## src/rtl/nmi_arb_pkg.sv

```systemverilog
package nmi_arb_pkg;
  localparam int PRIO_W = 8;
  localparam int ID_W   = 13;

  localparam logic [PRIO_W-1:0] PRIO_NONE     = '1;
  localparam logic [PRIO_W-1:0] NMI_NS_LEVEL  = 8'h80;
  localparam logic [PRIO_W-1:0] NMI_TOP_LEVEL = 8'h00;

  typedef struct packed {
    logic [ID_W-1:0]   id;
    logic [PRIO_W-1:0] prio;
    logic              nmi;
    logic              grp;
  } cand_t;

  typedef enum logic [1:0] {
    ST_IDLE = 2'd0,
    ST_SCAN = 2'd1,
    ST_EXT  = 2'd2
  } scan_st_t;
endpackage

```

## src/rtl/nmi_eff_prio.sv

```systemverilog
module nmi_eff_prio
  import nmi_arb_pkg::*;
(
  input  logic [PRIO_W-1:0] prog_prio_i,
  input  logic              nmi_i,
  input  logic              grp_i,
  input  logic              sec_disable_i,
  output logic [PRIO_W-1:0] eff_prio_o
);
  always_comb begin
    if (!nmi_i)
      eff_prio_o = prog_prio_i;
    else if (!sec_disable_i && grp_i)
      eff_prio_o = NMI_NS_LEVEL;
    else
      eff_prio_o = NMI_TOP_LEVEL;
  end
endmodule

```

## src/rtl/nmi_cand_better.sv

```systemverilog
module nmi_cand_better
  import nmi_arb_pkg::*;
(
  input  cand_t challenger_i,
  input  cand_t holder_i,
  output logic  better_o
);
  always_comb begin
    if (challenger_i.prio != holder_i.prio)
      better_o = challenger_i.prio < holder_i.prio;
    else if (challenger_i.nmi != holder_i.nmi)
      better_o = challenger_i.nmi;
    else
      better_o = challenger_i.id <= holder_i.id;
  end
endmodule

```

## src/rtl/nmi_scan_seq.sv

```systemverilog
module nmi_scan_seq
  import nmi_arb_pkg::*;
#(
  parameter int NUM_SRC = 32,
  localparam int IDX_W  = (NUM_SRC > 1) ? $clog2(NUM_SRC) : 1
) (
  input  logic             clk,
  input  logic             rst_n,
  input  logic             start_i,
  output logic             clear_o,
  output logic             visit_o,
  output logic             ext_o,
  output logic             busy_o,
  output logic             done_o,
  output logic [IDX_W-1:0] idx_o
);
  localparam logic [IDX_W-1:0] LAST_IDX = IDX_W'(NUM_SRC - 1);

  scan_st_t         state_q;
  logic [IDX_W-1:0] idx_q;
  logic             done_q;

  always_ff @(posedge clk or negedge rst_n) begin
    if (!rst_n) begin
      state_q <= ST_IDLE;
      idx_q   <= '0;
      done_q  <= 1'b0;
    end else begin
      done_q <= 1'b0;
      unique case (state_q)
        ST_IDLE: if (start_i) begin
          state_q <= ST_SCAN;
          idx_q   <= '0;
        end
        ST_SCAN: begin
          if (idx_q == LAST_IDX) state_q <= ST_EXT;
          else                   idx_q   <= idx_q + 1'b1;
        end
        ST_EXT: begin
          state_q <= ST_IDLE;
          done_q  <= 1'b1;
        end
        default: state_q <= ST_IDLE;
      endcase
    end
  end

  assign clear_o = (state_q == ST_IDLE) && start_i;
  assign visit_o = (state_q == ST_SCAN);
  assign ext_o   = (state_q == ST_EXT);
  assign busy_o  = (state_q != ST_IDLE);
  assign done_o  = done_q;
  assign idx_o   = idx_q;

  p_start_ignored_r9: assert property (@(posedge clk) disable iff (!rst_n)
    (state_q == ST_SCAN && idx_q != LAST_IDX && start_i) |=> (state_q == ST_SCAN));
  p_done_single_r8: assert property (@(posedge clk) disable iff (!rst_n)
    done_q |=> !done_q);
  p_done_after_ext_r8: assert property (@(posedge clk) disable iff (!rst_n)
    (state_q == ST_EXT) |=> (done_q && state_q == ST_IDLE));
  p_idx_ascends_r8: assert property (@(posedge clk) disable iff (!rst_n)
    (state_q == ST_SCAN && idx_q != LAST_IDX) |=> (idx_q == $past(idx_q) + 1'b1));
endmodule

```

## src/rtl/nmi_prio_arbiter.sv

```systemverilog
module nmi_prio_arbiter
  import nmi_arb_pkg::*;
#(
  parameter int NUM_SRC  = 32,
  parameter int EXT_EN_W = 3
) (
  input  logic                       clk,
  input  logic                       rst_n,
  input  logic                       start_i,
  input  logic                       sec_disable_i,
  input  logic [NUM_SRC-1:0]         src_pending_i,
  input  logic [NUM_SRC-1:0]         src_enable_i,
  input  logic [NUM_SRC-1:0]         src_group_i,
  input  logic [NUM_SRC-1:0]         src_nmi_i,
  input  logic [NUM_SRC*PRIO_W-1:0]  src_prio_i,
  input  logic [EXT_EN_W-1:0]        ext_enable_i,
  input  logic [ID_W-1:0]            ext_id_i,
  input  logic [PRIO_W-1:0]          ext_prio_i,
  input  logic                       ext_group_i,
  output logic                       busy_o,
  output logic                       done_o,
  output logic                       valid_o,
  output logic [ID_W-1:0]            win_id_o,
  output logic [PRIO_W-1:0]          win_prio_o,
  output logic                       win_nmi_o,
  output logic                       win_group_o
);
  localparam int IDX_W = (NUM_SRC > 1) ? $clog2(NUM_SRC) : 1;
  localparam cand_t EMPTY_CAND = '{id: '0, prio: PRIO_NONE, nmi: 1'b0, grp: 1'b0};

  logic             clear, visit, ext_phase;
  logic [IDX_W-1:0] idx;

  nmi_scan_seq #(.NUM_SRC(NUM_SRC)) u_seq (
    .clk(clk), .rst_n(rst_n), .start_i(start_i),
    .clear_o(clear), .visit_o(visit), .ext_o(ext_phase),
    .busy_o(busy_o), .done_o(done_o), .idx_o(idx)
  );

  // Source currently being visited
  logic [PRIO_W-1:0] sel_prog, sel_eff;
  logic              sel_part;
  cand_t             scan_cand, best_q, ext_cand, final_cand, result_q;
  logic              scan_better, ext_better, ext_ok, valid_q;

  assign sel_prog = src_prio_i[idx*PRIO_W +: PRIO_W];
  assign sel_part = src_pending_i[idx] && src_enable_i[idx];

  nmi_eff_prio u_eff (
    .prog_prio_i(sel_prog), .nmi_i(src_nmi_i[idx]), .grp_i(src_group_i[idx]),
    .sec_disable_i(sec_disable_i), .eff_prio_o(sel_eff)
  );

  assign scan_cand = '{id: ID_W'(idx), prio: sel_eff, nmi: src_nmi_i[idx], grp: src_group_i[idx]};

  nmi_cand_better u_cmp_scan (.challenger_i(scan_cand), .holder_i(best_q), .better_o(scan_better));

  always_ff @(posedge clk or negedge rst_n) begin
    if (!rst_n)                                best_q <= EMPTY_CAND;
    else if (clear)                            best_q <= EMPTY_CAND;
    else if (visit && sel_part && scan_better) best_q <= scan_cand;
  end

  // External candidate, always ordinary
  assign ext_cand = '{id: ext_id_i, prio: ext_prio_i, nmi: 1'b0, grp: ext_group_i};
  assign ext_ok   = (&ext_enable_i) && (ext_prio_i != PRIO_NONE);

  nmi_cand_better u_cmp_ext (.challenger_i(ext_cand), .holder_i(best_q), .better_o(ext_better));

  assign final_cand = (ext_ok && ext_better) ? ext_cand : best_q;

  always_ff @(posedge clk or negedge rst_n) begin
    if (!rst_n) begin
      result_q <= EMPTY_CAND;
      valid_q  <= 1'b0;
    end else if (clear) begin
      valid_q  <= 1'b0;
    end else if (ext_phase) begin
      result_q <= final_cand;
      valid_q  <= (final_cand.prio != PRIO_NONE);
    end
  end

  assign valid_o     = valid_q;
  assign win_id_o    = result_q.id;
  assign win_prio_o  = result_q.prio;
  assign win_nmi_o   = result_q.nmi;
  assign win_group_o = result_q.grp;

  p_valid_real_r10: assert property (@(posedge clk) disable iff (!rst_n)
    valid_o |-> (win_prio_o != PRIO_NONE));
  p_nmi_level_r4: assert property (@(posedge clk) disable iff (!rst_n)
    (valid_o && win_nmi_o) |-> (win_prio_o == NMI_NS_LEVEL || win_prio_o == NMI_TOP_LEVEL));
  p_hold_idle_r10: assert property (@(posedge clk) disable iff (!rst_n)
    (!busy_o && !start_i) |=> ($stable(result_q) && $stable(valid_q)));
  p_best_monotone_r3: assert property (@(posedge clk) disable iff (!rst_n)
    visit |=> (best_q.prio <= $past(best_q.prio)));
  p_done_needs_busy_r8: assert property (@(posedge clk) disable iff (!rst_n)
    $rose(done_o) |-> $fell(busy_o));
endmodule

```

## config.mk

```make
export PLATFORM = sky130hd
export DESIGN_NAME = nmi_prio_arbiter
export DESIGN_NICKNAME = d
export VERILOG_FILES = /design/src/rtl/nmi_arb_pkg.sv /design/src/rtl/nmi_eff_prio.sv /design/src/rtl/nmi_cand_better.sv /design/src/rtl/nmi_scan_seq.sv /design/src/rtl/nmi_prio_arbiter.sv
export SDC_FILE = /design/constraint.sdc
export NUM_CORES = 1
export LEC_CHECK = 0
export ABC_AREA = 1
export ABC_CLOCK_PERIOD_IN_PS = 3850
export BUFFER_PORTS_ARGS = -buffer_cell sky130_fd_sc_hd__clkbuf_2
export CAP_MARGIN = 20
export CORE_AREA = 5 5 165 167
export DETAILED_ROUTE_END_ITERATION = 12
export DIE_AREA = 0 0 170 172
export SLEW_MARGIN = 10
export SYNTH_ARGS = -nofsm -noshare
export SYNTH_HDL_FRONTEND = slang
export SYNTH_SLANG_ARGS = --single-unit
```

## constraint.sdc

```tcl
create_clock -name clk -period 3.85 [get_ports clk]
set_input_delay 0.385 -clock clk [delete_from_list [all_inputs] [get_ports clk]]
set_output_delay 0.385 -clock clk [all_outputs]
set_load 0.005 [all_outputs]
```

* Yosys cells after proc, flatten, opt, wreduce, memory -nomap -nowiden
Cells that the tools add are included.
** Word-level totals
- Output and inout bits :: 26
- Register bits :: 55
- Word-level logic and storage cells :: 74
- Bits of input ports :: 413
** Operators by class
- Magnitude comparators :: 5
- Bitwise gates (word level) :: 1
- Reduce and logical (&&, ||, !) cells :: 17
- Mux-type cells :: 26
- Shifts and indexed selects :: 1
- Add/sub/neg operators :: 1
- Equal/unequal tests :: 11
** Operators by type and width (number)
- $shiftx 256x9->8 :: 1
- $mux 23 :: 3
- $bmux 1 s5 :: 4
- $lt 8x8->1 :: 2
- $mux 8 :: 2
- $ne 8x8->1 :: 2
- $ne 8x8->1 const B :: 2
- $le 13x13->1 :: 1
- $le 5x13->1 :: 1
- $mux 1 :: 11
- $mux 5 :: 2
- $pmux 5 s2 :: 1
- $reduce_bool 2->1 :: 4
- $logic_and 1x1->1 :: 7
- $lt 5x6->1 const B :: 1
- $reduce_and 3->1 :: 2
- $add 5x1->5 const B :: 1
- $eq 5x5->1 const B :: 1
- $mux 2 :: 2
- $ne 2x2->1 const B :: 2
- $pmux 2 s2 :: 1
- $reduce_and 2->1 :: 2
- $eq 2x1->1 const B :: 1
- $eq 2x2->1 const B :: 1
- 5 further kinds :: 5

* Logic depth before layout (Yosys ltp)
- Depth in word-level cells :: 10
- Mapped depth :: 28
- Gate-level depth less buffers :: 26

* Modules after synthesis
A second synthesis with hierarchy kept.
** Second synthesis, totals
- Cells, all modules :: 1170
- Area total of the unflattened synthesis :: 6960.4 sq um
** Modules (own cells, without submodules)
- nmi_prio_arbiter :: times used 1, cells an instance 904, area an instance 5270.1 sq um, seq. area each 996.0 sq um
- nmi_cand_better (u_cmp_scan) :: times used 1, cells an instance 101, area an instance 604.3 sq um, seq. area each 0.0 sq um
- nmi_cand_better (u_cmp_ext) :: times used 1, cells an instance 101, area an instance 594.3 sq um, seq. area each 0.0 sq um
- nmi_scan_seq :: times used 1, cells an instance 44, area an instance 402.9 sq um, seq. area each 200.2 sq um
- nmi_eff_prio :: times used 1, cells an instance 20, area an instance 88.8 sq um, seq. area each 0.0 sq um

* Worst setup path before layout
OpenSTA, ideal clock, no wires.
- Kind :: reg-to-reg
- From :: register u_seq.idx_q[0] (netlist: u_seq.idx_o[0])
- To :: register best_q[0] (netlist name)
- Clock period less this slack :: 3085 ps
- Slack :: 765 ps
- Library setup time :: 118 ps
- Arrival :: 2967 ps
- Required time :: 3732 ps
- Stages on the path, launching flop included :: 24
- Path buffers :: 6
- Path through :: dfrtp_1 > buf_6 > buf_6 > buf_6 > buf_4 > buf_2 > nor2_1 > o21ai_0 > a21oi_1 > nand3_1 > nand3_1 > inv_1 > ha_1 > a21oi_1 > nor2_1 > a211oi_1 > nand2_1 > a21oi_1 > nand2_1 > nor2_4 > nand2_4 > buf_6 > nand3_1 > nand2_1
** On the way
- Word-level cells in the longest chain between the ends :: 9
- Elaborated cells between the ends (all ways) :: 24
- Those cells by class :: order compare (2); eq/ne (2); shift (1); mux (14); reduce/logical (5)
** Ends and longest elaborated chain
- start, declared :: line nmi_scan_seq.sv:20 : logic [IDX_W-1:0] idx_q;
- start signal, assigned :: line nmi_scan_seq.sv:37 : else idx_q <= idx_q + 1'b1;
- parallel branches: the longest is 9 deep, another holds $lt 8x8->1
- end signal, assigned :: line nmi_prio_arbiter.sv:61 : else if (visit && sel_part && scan_better) best_q <= scan_cand;
- end, declared :: line nmi_prio_arbiter.sv:43 : cand_t scan_cand, best_q, ext_cand, final_cand, result_q;
Parallel ways; which one is timed is not known. The select of a mux whose other input is x is not followed.
A chain may end at the register's enable or synchronous reset.

* Worst setup path after layout
- From :: register u_seq.idx_q[0] (netlist: u_seq.idx_o[0])
- To :: register best_q[5] (netlist name)
** On the way
- Word-level cells in the longest chain between the ends :: 9
- Elaborated cells between the ends (all ways) :: 24
- Those cells by class :: order compare (2); eq/ne (2); shift (1); mux (14); reduce/logical (5)
** Ends and longest elaborated chain
- parallel branches: the longest is 9 deep, another holds $lt 8x8->1
Parallel ways; which one is timed is not known. The select of a mux whose other input is x is not followed.

==> metrics.md <==
| Metric | Value |
|---|---|
| Synthesized cell area | 6180 um^2 |
| Slew Limit Fails | 0 |
| Row count | 59 |
| Root buffer cell | clkbuf_16 |
| # DRC | 0 |
| Post-synthesis sequential area ratio | 0.194 |
| Syn Area/Cell | 5.86 um^2 |
| Worst r2r path cells | 21 |
| Tightest Pin Transition | 0.937 ns |
| CTS buffer count | 5 |
| First-pass GRT wire length | 47.9 mm |
| Util after Layout | 0.349 |
| Max-slew headroom | 0.374 |
| Synth Register Bits | 47 |
| DP Wirelength | 27.1 mm |
| Die width | 170 um |
| Initial Utilization | 0.241 |
| Max_cap viols | 0 |
| Number of DRC markers in iteration 0 | 768 |
| Mapped Nets | 1496 |
| # fillers | 2870 |
| Average routed wire per standard cell | 18.7 um |
| Number of flops mapped to enable cells by yosys | 0 |
| Setup_tns | 0 ns |
| Count of different cell masters after synthesis | 36 |
| CP Capture Type | register |
| Clk_lat worst skew | 0.29 ns |
| Largest net degree at the start of global routing | 65 |
| Post-Synthesis Cells | 1055 |
| Fin nets | 1901 |
| Worst VDD drop | 0.303 mV |
| Worst r2r src | u_seq.idx_o[0]$_DFFE_PN0P_ |
| R2r setup slk | 0.31 ns |
| Detailed Route WL | 33.5 mm |
| Final worst path period share | 0.919 |
| Fin crit period | 3.54 ns |
| WP data arrival | 3.77 ns |
| CTS sink cnt | 47 |
| Post-synth ARST share | 1.00 |
| Antenna violations before repair | 1 |
| Overall via count from detail_route | 9033 |
| Final Hold Fails | 0 |
| Die area | 29200 um^2 |
| Die height | 172 um |
| CTS tree | yes |
| Multi-input gate area | 4360 um^2 |
| Commonest cells after routing, fill and taps aside | clkbuf_2 (438), nor2_1 (207), nand2_1 (192) |
| Final setup margin | 0.311 ns |
| Gpl congestion | 0.931 |
| Leakage | 4.70 nW |
| Most common cell after layout, fill and taps aside | clkbuf_2 |
| Final setup violation count | 0 |
| Critical path startpoint category | register |
| Setup Slack @ Placement | 0.0997 ns |
| P&R area growth vs syn | 44.8% |
| Worst Path Required | 4.08 ns |
| Status | finished clean |
| PortBufs | 438 |
| Total GRT Usage | 0.207 |
| N_diodes | 0 |
| Synth warnings | 0 |
| Core area | 25600 um^2 |
| PD cells | 737 nW/um^2 |
| Hold Path Class | in2async |
| Storage cell area | 1200 um^2 |
| Fraction of layout cells with a size suffix above 1 | 0.355 |
| Critical path class | reg2reg |
| Max Fclk | 283 MHz |
| Grt total ovfl | 0 |
| Worst-path clk slew | 0.07 ns |
| Clk buf depth | 2 |
| Layout Skew | 0.0104 ns |
| Vias per cell | 5.03 |
| Worst Setup SP | u_seq.idx_o[0]$_DFFE_PN0P_ |
| First-pass iteration count of the detailed router | 7 |
| Top FF cell, synth | dfrtp_1 |
| IO Pins | 439 |
| Post-DRT Antenna Nets | 0 |
| Vias in the first global route | 8610 |
| H-tree levels | 2 |
| Crit Path Max Fanout | 18 |
## stage by stage
stage	hold slack [ns]	power [mW]	std cells	area (um^2)
floorplan	0.0894	4.36	1055	6180
global placement	0.463	5.87	1780	8640
CTS	0.211	6.38	1788	8780
finish	0.193	6.59	1796	8950
global route	0.250	7.33	1796	8950
detailed placement	0.470	5.91	1780	8640
## cell type report
class                      instances  area share
timing repair buffer             472       0.287
clock inverter                     1    0.000559
tap                              335      0.0468
sequential                        47       0.134
clock buffer                       7      0.0159
multi-input combinational        873       0.488
inverter                          60      0.0268
timing repair inverter             1    0.000979
## power breakdown
group | leakage, nW | switching, mW | internal (mW) | total, mW
sequential | 0.503 | 0.176 | 0.716 | 0.893
clock | 0.0739 | 0.188 | 0.258 | 0.446
combinational | 4.12 | 3.36 | 1.89 | 5.25
## logic make-up (layout without fill, tap and decap cells)
logic type               count (synthesis)  count (layout)  share of synthesized area
AO/OA/AOI/OAI                          298             298                      0.276
AND/OR/NAND/NOR                        546             547                      0.367
buffers and inverters                  136             541                      0.108
flip-flops                              47              47                      0.194
adder cells (fa/ha/maj)                 28              28                     0.0567
## worst max-delay path: stages, from the launching register on
cell	delay, ns
dfrtp_4	0.56
buf_4	0.17
nand2_1	0.08
inv_2	0.23
a22oi_1	0.25
o21ai_0	0.13
a21oi_1	0.13
nand3_1	0.11
nand3_1	0.13
inv_1	0.05
ha_1	0.30
a21oi_1	0.16
nor2_1	0.06
a211oi_1	0.20
nand2_1	0.09
a21oi_1	0.14
nand2_1	0.10
nor2_4	0.16
nand2_8	0.12
nand2_4	0.12
nand2_1	0.09
nand2_1	0.07
## Yosys cell counts, drive strengths merged (7+ instances only)
library cell  count  area share
clkbuf           21       0.013
dfrtp            31        0.13
a31oi             9      0.0091
dfstp            16       0.068
o22ai            23       0.023
nor2            210        0.13
nand2           197        0.12
nand3           122       0.099
nand4             8      0.0081
nor3              7      0.0057
inv              60       0.037
a21oi            36       0.030
ha               28       0.057
a22oi            14       0.017
o211ai           20       0.025
o21ai           174        0.14
buf              55       0.058
o221ai           14       0.020
## layer usage
| layer | global-route usage | part of all wire | vias to the layer above |
|---|---|---|---|
| li1 | - | - | 4436 |
| met1 | 0.284 | 0.43 | 4110 |
| met2 | 0.344 | 0.48 | 422 |
| met3 | 0.0334 | 0.064 | 63 |
| met4 | 0.0479 | 0.025 | 2 |
| met5 | 0 | 0.00060 | - |
## flip-flops by register name, indices dropped and copies added, names as in the netlist
| name | flops |
|---|---|
| u_seq.idx_o | 5 |
| win_prio_o | 8 |
| win_group_o | 1 |
| win_id_o | 13 |
| win_nmi_o | 1 |
| best_q | 15 |
| u_seq.state_q | 2 |
| u_seq.done_o | 1 |
| valid_o | 1 |
## repair_timing
action | 4_1_cts | 5_1_grt
endpoints found under the setup margin | 0 | 15
resized for setup | 0 | 15
hold buffers | 0 | 0
buffers inserted | 0 | 4
## final timing paths
check	endpoint
worst max-delay path	best_q[5]$_DFFE_PN1P_
worst min-delay path	win_id_o[11]$_DFFE_PN0P_
worst max register to register	best_q[5]$_DFFE_PN1P_
worst min register to register	win_id_o[10]$_DFFE_PN0P_
max in group asynchronous	u_seq.idx_o[0]$_DFFE_PN0P_
min in group clk	win_id_o[11]$_DFFE_PN0P_
No activity file was read; power rests on OpenSTA's default activity.
